`config.mk`:
```
export PLATFORM = sky130hd
export DESIGN_NAME = index_rev_sequencer
export DESIGN_NICKNAME = d
export VERILOG_FILES = /design/src/rtl/revseq_pkg.sv /design/src/rtl/revseq_index_edge.sv /design/src/rtl/revseq_ms_counter.sv /design/src/rtl/revseq_rev_counter.sv /design/src/rtl/index_rev_sequencer.sv
export SDC_FILE = /design/constraint.sdc
export NUM_CORES = 1
export LEC_CHECK = 0
export BUFFER_PORTS_ARGS = -buffer_cell sky130_fd_sc_hd__buf_2
export CORE_MARGIN = 5
export CORE_UTILIZATION = 56
export CTS_BUF_LIST = sky130_fd_sc_hd__clkbuf_16
export CTS_CLUSTER_SIZE = 20
export DETAILED_ROUTE_END_ITERATION = 16
export PLACE_DENSITY = 0.76
export SYNTH_ARGS = -nofsm -noshare
export SYNTH_HDL_FRONTEND = slang
export SYNTH_SLANG_ARGS = --single-unit
export TNS_END_PERCENT = 10
```
`constraint.sdc`:
```
create_clock -name clk -period 1.77 [get_ports clk]
set_input_delay 0.2655 -clock clk [delete_from_list [all_inputs] [get_ports clk]]
set_output_delay 0.2655 -clock clk [all_outputs]
set_load 0.01 [all_outputs]
```
`src/rtl/revseq_pkg.sv`:
```
package revseq_pkg;

    typedef enum logic [1:0] {
        OP_MEASURE = 2'd0,
        OP_CAPTURE = 2'd1,
        OP_ERASE   = 2'd2,
        OP_WRITE   = 2'd3
    } op_e;

    typedef enum logic [3:0] {
        S_IDLE,
        S_MEAS_ARM,
        S_MEAS_RUN,
        S_CAP_ARM,
        S_CAP_RUN,
        S_ERS_ARM,
        S_ERS_RUN,
        S_WR_PRIME,
        S_WR_ARM,
        S_WR_RUN
    } state_e;

endpackage

```
`src/rtl/revseq_index_edge.sv`:
```
module revseq_index_edge #(
    parameter int STAGES = 2
) (
    input  logic clk,
    input  logic rst_n,
    input  logic async_in,
    output logic rise
);
    logic [STAGES-1:0] sync_q;
    logic              last_q;

    generate
        for (genvar g = 0; g < STAGES; g++) begin : g_sync
            if (g == 0) begin : g_first
                always_ff @(posedge clk) begin
                    if (!rst_n) sync_q[0] <= 1'b0;
                    else        sync_q[0] <= async_in;
                end
            end else begin : g_next
                always_ff @(posedge clk) begin
                    if (!rst_n) sync_q[g] <= 1'b0;
                    else        sync_q[g] <= sync_q[g-1];
                end
            end
        end
    endgenerate

    always_ff @(posedge clk) begin
        if (!rst_n) last_q <= 1'b0;
        else        last_q <= sync_q[STAGES-1];
    end

    assign rise = sync_q[STAGES-1] & ~last_q;

endmodule

```
`src/rtl/revseq_ms_counter.sv`:
```
module revseq_ms_counter #(
    parameter int W = 16
) (
    input  logic         clk,
    input  logic         rst_n,
    input  logic         clear,
    input  logic         tick,
    output logic [W-1:0] count_next
);
    localparam logic [W-1:0] CNT_MAX = '1;

    logic [W-1:0] cnt_q;

    always_comb begin
        if (clear)                         count_next = '0;
        else if (tick && cnt_q != CNT_MAX) count_next = cnt_q + W'(1);
        else                               count_next = cnt_q;
    end

    always_ff @(posedge clk) begin
        if (!rst_n) cnt_q <= '0;
        else        cnt_q <= count_next;
    end

endmodule

```
`src/rtl/revseq_rev_counter.sv`:
```
module revseq_rev_counter #(
    parameter int W = 8
) (
    input  logic         clk,
    input  logic         rst_n,
    input  logic         load,
    input  logic [W-1:0] load_val,
    input  logic         dec,
    output logic         last
);
    logic [W-1:0] left_q;

    always_ff @(posedge clk) begin
        if (!rst_n)              left_q <= '0;
        else if (load)           left_q <= load_val;
        else if (dec && !last)   left_q <= left_q - W'(1);
    end

    assign last = (left_q == W'(1));

endmodule

```
`src/rtl/index_rev_sequencer.sv`:
```
module index_rev_sequencer
    import revseq_pkg::*;
#(
    parameter int PERIOD_W    = 16,
    parameter int REV_W       = 8,
    parameter int SYNC_STAGES = 2
) (
    input  logic                clk,
    input  logic                rst_n,
    input  logic                index_in,
    input  logic                ms_tick,
    input  logic                start,
    input  logic [1:0]          mode,
    input  logic [REV_W-1:0]    rev_count,
    input  logic                buf_primed,
    input  logic                underrun,
    output logic                capture_en,
    output logic                seq_reset,
    output logic                erase_gate,
    output logic [PERIOD_W-1:0] period_ms,
    output logic                done,
    output logic                err_underrun
);
    localparam logic [REV_W-1:0] ONE_REV = REV_W'(1);

    state_e state, nxt;
    logic   idx_edge;
    logic   fin_ok, fin_err;
    logic   m_clr, m_latch;
    logic   r_load, r_dec, r_last;
    logic [REV_W-1:0]    load_val;
    logic [PERIOD_W-1:0] cnt_next;

    logic                cap_q, run_q, erase_q, done_q, err_q;
    logic [PERIOD_W-1:0] period_q;

    revseq_index_edge #(.STAGES(SYNC_STAGES)) u_edge (
        .clk      (clk),
        .rst_n    (rst_n),
        .async_in (index_in),
        .rise     (idx_edge)
    );

    revseq_ms_counter #(.W(PERIOD_W)) u_ms (
        .clk        (clk),
        .rst_n      (rst_n),
        .clear      (m_clr),
        .tick       (ms_tick),
        .count_next (cnt_next)
    );

    assign load_val = (rev_count == '0) ? ONE_REV : rev_count;

    revseq_rev_counter #(.W(REV_W)) u_rev (
        .clk      (clk),
        .rst_n    (rst_n),
        .load     (r_load),
        .load_val (load_val),
        .dec      (r_dec),
        .last     (r_last)
    );

    // Next-state and strobe decode
    always_comb begin
        nxt     = state;
        fin_ok  = 1'b0;
        fin_err = 1'b0;
        m_clr   = 1'b0;
        m_latch = 1'b0;
        r_load  = 1'b0;
        r_dec   = 1'b0;
        unique case (state)
            S_IDLE: begin
                if (start) begin
                    unique case (op_e'(mode))
                        OP_MEASURE: nxt = S_MEAS_ARM;
                        OP_CAPTURE: begin
                            nxt    = S_CAP_ARM;
                            r_load = 1'b1;
                        end
                        OP_ERASE:   nxt = S_ERS_ARM;
                        OP_WRITE:   nxt = S_WR_PRIME;
                        default:    nxt = S_IDLE;
                    endcase
                end
            end
            S_MEAS_ARM: begin
                if (idx_edge) begin
                    nxt   = S_MEAS_RUN;
                    m_clr = 1'b1;
                end
            end
            S_MEAS_RUN: begin
                if (idx_edge) begin
                    nxt     = S_IDLE;
                    m_latch = 1'b1;
                    fin_ok  = 1'b1;
                end
            end
            S_CAP_ARM: begin
                if (idx_edge) nxt = S_CAP_RUN;
            end
            S_CAP_RUN: begin
                if (underrun) begin
                    nxt     = S_IDLE;
                    fin_err = 1'b1;
                end else if (idx_edge) begin
                    if (r_last) begin
                        nxt    = S_IDLE;
                        fin_ok = 1'b1;
                    end else begin
                        r_dec = 1'b1;
                    end
                end
            end
            S_ERS_ARM: begin
                if (idx_edge) nxt = S_ERS_RUN;
            end
            S_ERS_RUN: begin
                if (idx_edge) begin
                    nxt    = S_IDLE;
                    fin_ok = 1'b1;
                end
            end
            S_WR_PRIME: begin
                if (buf_primed) nxt = S_WR_ARM;
            end
            S_WR_ARM: begin
                if (idx_edge) nxt = S_WR_RUN;
            end
            S_WR_RUN: begin
                if (underrun) begin
                    nxt     = S_IDLE;
                    fin_err = 1'b1;
                end else if (idx_edge) begin
                    nxt    = S_IDLE;
                    fin_ok = 1'b1;
                end
            end
            default: nxt = S_IDLE;
        endcase
    end

    // State register
    always_ff @(posedge clk) begin
        if (!rst_n) state <= S_IDLE;
        else        state <= nxt;
    end

    // Output register, decoded from the state being entered
    always_ff @(posedge clk) begin
        if (!rst_n) begin
            cap_q    <= 1'b0;
            run_q    <= 1'b0;
            erase_q  <= 1'b0;
            done_q   <= 1'b0;
            err_q    <= 1'b0;
            period_q <= '0;
        end else begin
            cap_q   <= (nxt == S_CAP_RUN);
            run_q   <= (nxt == S_WR_RUN);
            erase_q <= (nxt == S_ERS_RUN) || (nxt == S_WR_RUN);
            done_q  <= fin_ok;
            err_q   <= fin_err;
            if (m_latch) period_q <= cnt_next;
        end
    end

    assign capture_en   = cap_q;
    assign seq_reset    = ~run_q;
    assign erase_gate   = erase_q & ~idx_edge;   // index kills erase at once
    assign period_ms    = period_q;
    assign done         = done_q;
    assign err_underrun = err_q;

endmodule

```
==> flow_summary.yaml, run 1 <==
die:
  core-area_sq_um: 4324
  row_count: 24
  chipHeight_um: 76.35
  start_util: 0.5700
  die_w_um: 76.35
  die-area_sq_um: 5829
  top_level_port_count: 38
critical_path:
  criticalPathCategory: "flip-flop to flip-flop"
  critPathRequiredTime_ns: 1.94
  r2r_end: "erase_q$_SDFF_PN0_"
  worst_ep_arrival_time_ns: 1.88
  worst-r2r-cell-count: 6
  setup.reg_to_reg.worst_slack_ns: 0.06
  timing.critical_path.fanout_max: 6
  critPathCaptureType: "flip-flop"
  worstSetupStartpointType: "flip-flop"
  crit-reg2reg-launch: "u_rev.left_q[1]$_SDFFE_PN0P_"
pwr:
  cell_internal_pwr_mw: 1.868
  p_clk_frac: 0.376
  vdd_ir_drop_max_v: 0.0005380
  netSwitchingFraction: 0.2533
  net_switching_power_mw: 0.6338
  power.static_leakage_nw: 1.311
  seq_power_share: 0.492
  share_comb_of_total_power: 0.132
  pwr_density_cell_nw_per_um2: 799.1
finish:
  nFillCells: 344
  regArea_sq_um: 1047
  final_antenna_diode_count: 0
  final_util: 0.7240
  areaGrowthSynthToFinish_pct: 27.00
  post_route_cells_drive_above_1_share: 0.2853
  post-route-cell-area_sq_um: 3131
  layout.nets: 359
  multiInputGateArea_sq_um: 1436
cts:
  clock_sinks: 52
  path_clk_slew_ns: 0.06
  cts.root.buffer_cell: "sky130_fd_sc_hd__clkbuf_16"
  cts_buffer_count: 5
  cts.htree.levels: 2
  worst_skew_pair.late_latency_ns: 0.29
  cts_tree: "yes"
  ctsLongestPathBuffers: 2
synthesis:
  synth.mux.area_fraction: 0.01675
  yosys.area_share.xor_xnor: 0.04619
  synth_fp_nets: 295
  synth_simple_gate_area_frac: 0.2848
  seq_area_frac_synth: 0.4223
  synth.avg_cell_area_sq_um: 8.963
  synthesis.yosys.warnings: 0
  netlist-cell-type-count: 56
  synthFlopType: "sky130_fd_sc_hd__dfxtp_1"
  ys_ff_latch: 52
  synth-edff-count: 0
  synthAdderAreaFrac: 0.01523
  synthCells: 275
  synth_top_family_by_area: "simple AND/OR/NAND/NOR gates"
  synth.cell_area_sq_um: 2465
  synth_compound_gate_area_share: 0.1843
  async_reset_ff_frac: 0
run:
  maxCapViolations: 0
place:
  placedInstanceArea_sq_um: 2877
  final_gp_congestion: 0.8881
  place.port_buffers: 37
  placed_wire_length_estimate_um: 4198
hold_path:
  min_delay_path_depth: 2
  hold-path-endpoint: "u_edge.sync_q[0]$_SDFF_PN0_"
  worstHoldPathType: "primary input to flip-flop"
  holdCritStartpoint: "index_in"
route:
  vias: 2277
  dr.first_iter.drc_count: 108
  wire_per_inst_um: 15.39
  drc: 0
  drt_pass1_iterations: 4
  drt-total-wl_um: 6031
  ant_nets: 0
  detail_route.vias_per_cell: 5.809
timing:
  worst_clock_skew_ns: 0.006626
  report.final.setup_viol: 0
  final-hold-violation-count: 0
  layout_worst_path_cycle_share: 0.9650
  final.min_clock_period_ns: 1.708
  maxSlewHeadroom: 0.5513
  finalMaxSlewViolations: 0
  fmax_mhz: 585.5
  worstMarginPinSlew_ns: 0.6723
  grt_setup_unrepaired: "true"
status:
  run_status: "finished, final reports clean"
global_route:
  maximum_number_of_pins_on_one_net_before_global_route_repair: 17
  grt_antenna_before_repair: 0
  first_global_vias: 2218
  global_route_wire_length_before_repair_um: 10060
  globalRouteOverflowTotal: 0
  grtUsageTotal: 0.2075
worst max-delay path: stages, from the launching register on:
cell	delay, ns
sky130_fd_sc_hd__dfxtp_1	0.32
sky130_fd_sc_hd__inv_1	0.08
sky130_fd_sc_hd__ha_1	0.15
sky130_fd_sc_hd__nor2b_1	0.24
sky130_fd_sc_hd__nand3_2	0.23
sky130_fd_sc_hd__a311oi_2	0.46
sky130_fd_sc_hd__o21bai_1	0.11
timing repair:
item	in CTS	in global routing
endpoints found under the setup margin	6	28
hold buffers	0	0
buffers inserted	0	2
pin swaps	0	1
resized for setup	4	17
cell families (layout without fill, tap and decap cells):
group | after synthesis | count (layout)
and+or+nand+nor | 124 | 124
xor gates and xnor gates | 13 | 13
buffers and inverters | 17 | 82
muxes | 4 | 4
AOI/OAI and AO/OA | 62 | 62
DFF | 52 | 52
adders and majority gates | 3 | 3
Yosys cell counts (2+ instances only):
library cell | number | share of area
sky130_fd_sc_hd__a22oi_1 | 2 | 0.0061
sky130_fd_sc_hd__nand3_1 | 9 | 0.018
sky130_fd_sc_hd__inv_1 | 7 | 0.011
sky130_fd_sc_hd__o31a_1 | 2 | 0.0071
sky130_fd_sc_hd__nor2_1 | 30 | 0.046
sky130_fd_sc_hd__and4_1 | 2 | 0.0071
sky130_fd_sc_hd__ha_1 | 3 | 0.015
sky130_fd_sc_hd__nor3_1 | 5 | 0.010
sky130_fd_sc_hd__nand2b_1 | 5 | 0.013
sky130_fd_sc_hd__a21oi_1 | 14 | 0.028
sky130_fd_sc_hd__o2bb2ai_1 | 15 | 0.053
sky130_fd_sc_hd__and3b_1 | 3 | 0.011
sky130_fd_sc_hd__o21ai_1 | 3 | 0.0061
sky130_fd_sc_hd__nand4_1 | 9 | 0.023
sky130_fd_sc_hd__and3_1 | 7 | 0.018
sky130_fd_sc_hd__o21a_1 | 3 | 0.0091
sky130_fd_sc_hd__nand3b_1 | 4 | 0.012
sky130_fd_sc_hd__nor4_1 | 2 | 0.0051
sky130_fd_sc_hd__and2_1 | 6 | 0.015
sky130_fd_sc_hd__a311oi_1 | 2 | 0.0071
sky130_fd_sc_hd__clkbuf_1 | 3 | 0.0046
sky130_fd_sc_hd__nor2b_1 | 7 | 0.018
sky130_fd_sc_hd__mux2i_1 | 3 | 0.012
sky130_fd_sc_hd__o2111a_1 | 2 | 0.0091
sky130_fd_sc_hd__xor2_1 | 9 | 0.032
sky130_fd_sc_hd__xnor2_1 | 4 | 0.014
sky130_fd_sc_hd__nand2_1 | 22 | 0.034
sky130_fd_sc_hd__o21ai_0 | 6 | 0.012
sky130_fd_sc_hd__dfxtp_1 | 52 | 0.42
sky130_fd_sc_hd__buf_2 | 6 | 0.012
sky130_fd_sc_hd__nor3b_1 | 3 | 0.0091
per-stage QoR:
step | hold WS (ns) | cells | setup slack (ns) | total power [mW] | setup TNS [ns]
6_report | 0.1816 | 392 | 0.06198 | 2.502 | 0
5_1_grt | 0.1822 | 392 | -0.07709 | 2.613 | -0.6267
4_1_cts | 0.1826 | 390 | 0.01959 | 2.493 | 0
3_5_place_dp | 0.4196 | 382 | -0.02435 | 1.558 | -0.04162
3_3_place_gp | 0.4161 | 382 | 0.03274 | 1.555 | 0
2_1_floorplan | 0.3838 | 275 | 0.1449 | 1.427 | 0
placed cells by master, fill, tap and decap left out, drive strengths merged, types with 3 or more instances in the layout:
cell and instances:
nor2 31, xnor2 4, nor3 5, nand3 9
o21a 3, nand3b 4, and3b 3, dfxtp 52
xor2 9, clkbuf 5, nand2 22, a21oi 14
inv 8, nand2b 5, buf 67, ha 3
nor2b 8, nor3b 3, mux2i 3, and2 6
o2bb2ai 15, o21ai 9, nand4 11, and3 7
area by class of cell:
type | count | share of cell area
flip-flops and latches | 52 | 0.3345
clock buffers | 5 | 0.03997
clock inverters | 3 | 0.006395
well taps | 52 | 0.02078
repair buffers | 67 | 0.1311
inverters | 7 | 0.008393
multi-input cells | 206 | 0.4588
sequential cells by signal, indices dropped and copies added (netlist names):
register and cells:
err_underrun 1, u_ms.cnt_q 16, period_ms 16, u_rev.left_q 8, state 4, u_edge.sync_q 2
done 1, u_edge.last_q 1, erase_q 1, capture_en 1, run_q 1
worst max path at each step:
stage          slack, ns                            to                          from  cells past startpoint
2_1_floorplan       0.14     period_ms[5]$_SDFFE_PN0P_      u_ms.cnt_q[0]$_SDFF_PN0_                      6
3_3_place_gp        0.03  u_rev.left_q[2]$_SDFFE_PN0P_           state[1]$_SDFF_PN0_                      5
3_5_place_dp       -0.02            erase_q$_SDFF_PN0_  u_rev.left_q[1]$_SDFFE_PN0P_                      6
4_1_cts             0.02  u_rev.left_q[2]$_SDFFE_PN0P_           state[1]$_SDFF_PN0_                      5
5_1_grt            -0.08     period_ms[6]$_SDFFE_PN0P_      u_ms.cnt_q[1]$_SDFF_PN0_                      6
6_report            0.06            erase_q$_SDFF_PN0_  u_rev.left_q[1]$_SDFFE_PN0P_                      6
routing by layer:
| metal | share of wire | GRT usage |
|---|---|---|
| met3 | 0.053 | 0.05437 |
| met1 | 0.47 | 0.2793 |
| met2 | 0.46 | 0.3245 |
| met4 | 0.011 | 0.06469 |
| met5 | 0 | 0 |
power by group through the flow:
stage | logic, mW | clock network [mW] | registers [mW]
2_1_floorplan | 0.178 | 0 | 1.25
3_3_place_gp | 0.305 | 0 | 1.25
3_5_place_dp | 0.307 | 0 | 1.25
4_1_cts | 0.311 | 0.956 | 1.23
5_1_grt | 0.362 | 1.02 | 1.23
6_report | 0.330 | 0.940 | 1.23
No activity file was read; power rests on OpenSTA's default activity.
==> run 2: changes to the inputs <==
ABC_AREA = 1   (was default)
CELL_PAD_IN_SITES_DETAIL_PLACEMENT = 1   (was default)
CELL_PAD_IN_SITES_GLOBAL_PLACEMENT = 2   (was default)
CORE_UTILIZATION = 32   (was 56)
PLACE_DENSITY = 0.75   (was 0.76)
==> run 2 against run 1 <==
Design area grew 10%; final cell count increased by 44%; flip-flop and latch count unchanged.
==> flow_summary.yaml, run 2 <==
status:
  run_status: "finished, final reports clean"
timing:
  layout_worst_path_cycle_share: 0.9126
  finalMaxSlewViolations: 0
  setup_tns_ns: 0
  fmax_mhz: 619.1
  worst_clock_skew_ns: 0.007173
  final-hold-violation-count: 0
  report.final.setup_viol: 0
  finalHoldWorstSlack_ns: 0.1600
  final_critical_path_setup_slack_ns: 0.1547
  worstMarginPinSlew_ns: 0.3639
  maxSlewHeadroom: 0.7565
  final.min_clock_period_ns: 1.615
  grt_setup_unrepaired: "false"
synthesis:
  synth_fp_nets: 430
  yosysTopAreaCellShare: 0.3578
  synthFlopType: "sky130_fd_sc_hd__dfxtp_1"
  seq_area_frac_synth: 0.3578
  synth.avg_cell_area_sq_um: 7.095
  synthCells: 410
  synthesis.yosys.warnings: 0
  netlist.top_cell.by_area: "sky130_fd_sc_hd__dfxtp_1"
  synth.area.top_cells: "sky130_fd_sc_hd__dfxtp_1 (36%), sky130_fd_sc_hd__nand2_1 (15%), sky130_fd_sc_hd__inv_1 (5.4%)"
  async_reset_ff_frac: 0
  synth.cell_area_sq_um: 2909
  yosys-top-cells-count: "sky130_fd_sc_hd__nand2_1 (114), sky130_fd_sc_hd__dfxtp_1 (52), sky130_fd_sc_hd__inv_1 (42)"
  netlist-cell-type-count: 42
  ys_ff_latch: 52
  synth-edff-count: 0
  yosys.cell_count.top_type: "sky130_fd_sc_hd__nand2_1"
die:
  chipHeight_um: 105.3
  core-area_sq_um: 8806
  row_count: 34
  start_util: 0.3303
  top_level_port_count: 38
  die_w_um: 105.3
  die-area_sq_um: 11100
place:
  place.port_buffers: 37
  placedInstanceArea_sq_um: 3311
  placed_wire_length_estimate_um: 6010
  place_ws_ns: 0.1463
  final_gp_congestion: 0.8330
finish:
  post_route_cells_drive_above_1_share: 0.2511
  layout_commonest_cell: "sky130_fd_sc_hd__nand2_1"
  multiInputGateArea_sq_um: 1634
  areaGrowthSynthToFinish_pct: 18.58
  nFillCells: 1122
  regArea_sq_um: 1041
  post-route-cell-area_sq_um: 3450
  top_library_cells_by_usage_in_the_layout_fill_and_taps_aside: "sky130_fd_sc_hd__nand2_1 (114), sky130_fd_sc_hd__dfxtp_1 (52), sky130_fd_sc_hd__inv_1 (42)"
  final_antenna_diode_count: 0
  final_util: 0.3917
  layout.nets: 478
global_route:
  global_route_wire_length_before_repair_um: 12770
  maximum_number_of_pins_on_one_net_before_global_route_repair: 33
  first_global_vias: 2760
  grt_antenna_before_repair: 0
  grtUsageTotal: 0.1377
  globalRouteOverflowTotal: 0
critical_path:
  critPathCaptureType: "flip-flop"
  worst-r2r-cell-count: 9
  criticalPathCategory: "flip-flop to flip-flop"
  worstSetupStartpointType: "flip-flop"
  worst_ep_arrival_time_ns: 1.84
  crit-reg2reg-launch: "u_ms.cnt_q[1]$_SDFF_PN0_"
  critPathRequiredTime_ns: 1.99
  setup.reg_to_reg.worst_slack_ns: 0.15
  r2r_end: "period_ms[2]$_SDFFE_PN0P_"
  timing.critical_path.fanout_max: 9
cts:
  buffer_count_from_post_cts_setup_fixing: 0
  cts.root.buffer_cell: "sky130_fd_sc_hd__clkbuf_16"
  clock_sinks: 52
  path_clk_slew_ns: 0.07
  worst_skew_pair.late_latency_ns: 0.29
  ctsLongestPathBuffers: 2
  cts_buffer_count: 5
  cts.htree.levels: 2
  cts_tree: "yes"
route:
  wire_per_inst_um: 13.24
  drc: 0
  drt-total-wl_um: 7494
  vias: 2728
  drt_pass1_iterations: 4
  dr.first_iter.drc_count: 52
  detail_route.vias_per_cell: 4.820
  ant_nets: 0
pwr:
  pwr_density_cell_nw_per_um2: 714.3
  vdd_ir_drop_max_v: 0.0003375
  power.static_leakage_nw: 1.483
hold_path:
  worstHoldPathType: "primary input to flip-flop"
  holdCritStartpoint: "index_in"
  min_delay_path_depth: 3
  hold-path-endpoint: "u_edge.sync_q[0]$_SDFF_PN0_"
run:
  maxCapViolations: 0
-- run 2: worst max-delay path by stage --
stage | start | to | cells after the start
after floorplan | u_ms.cnt_q[0]$_SDFF_PN0_ | period_ms[6]$_SDFFE_PN0P_ | 11
after global placement | u_ms.cnt_q[1]$_SDFF_PN0_ | period_ms[2]$_SDFFE_PN0P_ | 9
after detailed placement | u_rev.left_q[1]$_SDFFE_PN0P_ | u_rev.left_q[5]$_SDFFE_PN0P_ | 9
after CTS | u_ms.cnt_q[1]$_SDFF_PN0_ | period_ms[2]$_SDFFE_PN0P_ | 9
after global routing | u_ms.cnt_q[1]$_SDFF_PN0_ | period_ms[13]$_SDFFE_PN0P_ | 9
final | u_ms.cnt_q[1]$_SDFF_PN0_ | period_ms[2]$_SDFFE_PN0P_ | 9
-- run 2: area by class of cell --
type                       count  share of cell area
multi-input combinational    299              0.4737
sequential                    52              0.3018
timing repair buffer          53             0.09576
inverter                      47             0.05114
tap                          108             0.03917
clock buffer                   5             0.03627
clock inverter                 2            0.002176
-- run 2: where the power goes --
part / total (mW) / internal [mW] / switching (mW)
combinational: 0.322 / 0.123 / 0.199
sequential: 1.23 / 1.20 / 0.0288
clock: 0.914 / 0.507 / 0.407
total: 2.46 / 1.83 / 0.635
-- run 2: worst max-delay path: stages, from the launching register on --
cell and delay [ns]:
sky130_fd_sc_hd__dfxtp_1 0.37, sky130_fd_sc_hd__ha_1 0.19, sky130_fd_sc_hd__inv_1 0.07, sky130_fd_sc_hd__nor2_4 0.13, sky130_fd_sc_hd__nand2_4 0.09, sky130_fd_sc_hd__o21ai_4 0.30
sky130_fd_sc_hd__nand2_1 0.08, sky130_fd_sc_hd__o21ai_1 0.10, sky130_fd_sc_hd__nand2_1 0.10, sky130_fd_sc_hd__a21oi_2 0.12
-- run 2: cell families (layout without fill, tap and decap cells) --
logic type      after synthesis  after routing  synth area share
compound gates               62             62            0.1406
buf+inv                      59            107           0.08473
simple gates                226            226            0.3798
flops                        52             52            0.3579
fa+ha+maj                     3              3           0.01290
xor+xnor                      8              8           0.02409
-- run 2: repair_timing --
item / CTS / global route
setup endpoints to repair: 0 / 1
hold buffers: 0 / 0
gates resized for setup: 0 / 2
-- run 2: layer usage --
metal	track usage	routed length (um)	vias up
li1	-	-	1407
met1	0.1670	3477	1276
met2	0.2459	3681	33
met3	0.02445	207	12
met4	0.04405	128	0
met5	0	0	-
-- run 2: metrics by stage --
stage	cells	power (mW)
4_1_cts	566	2.508
5_1_grt	566	2.594
3_3_place_gp	559	1.575
3_5_place_dp	559	1.580
2_1_floorplan	410	1.470
6_report	566	2.464
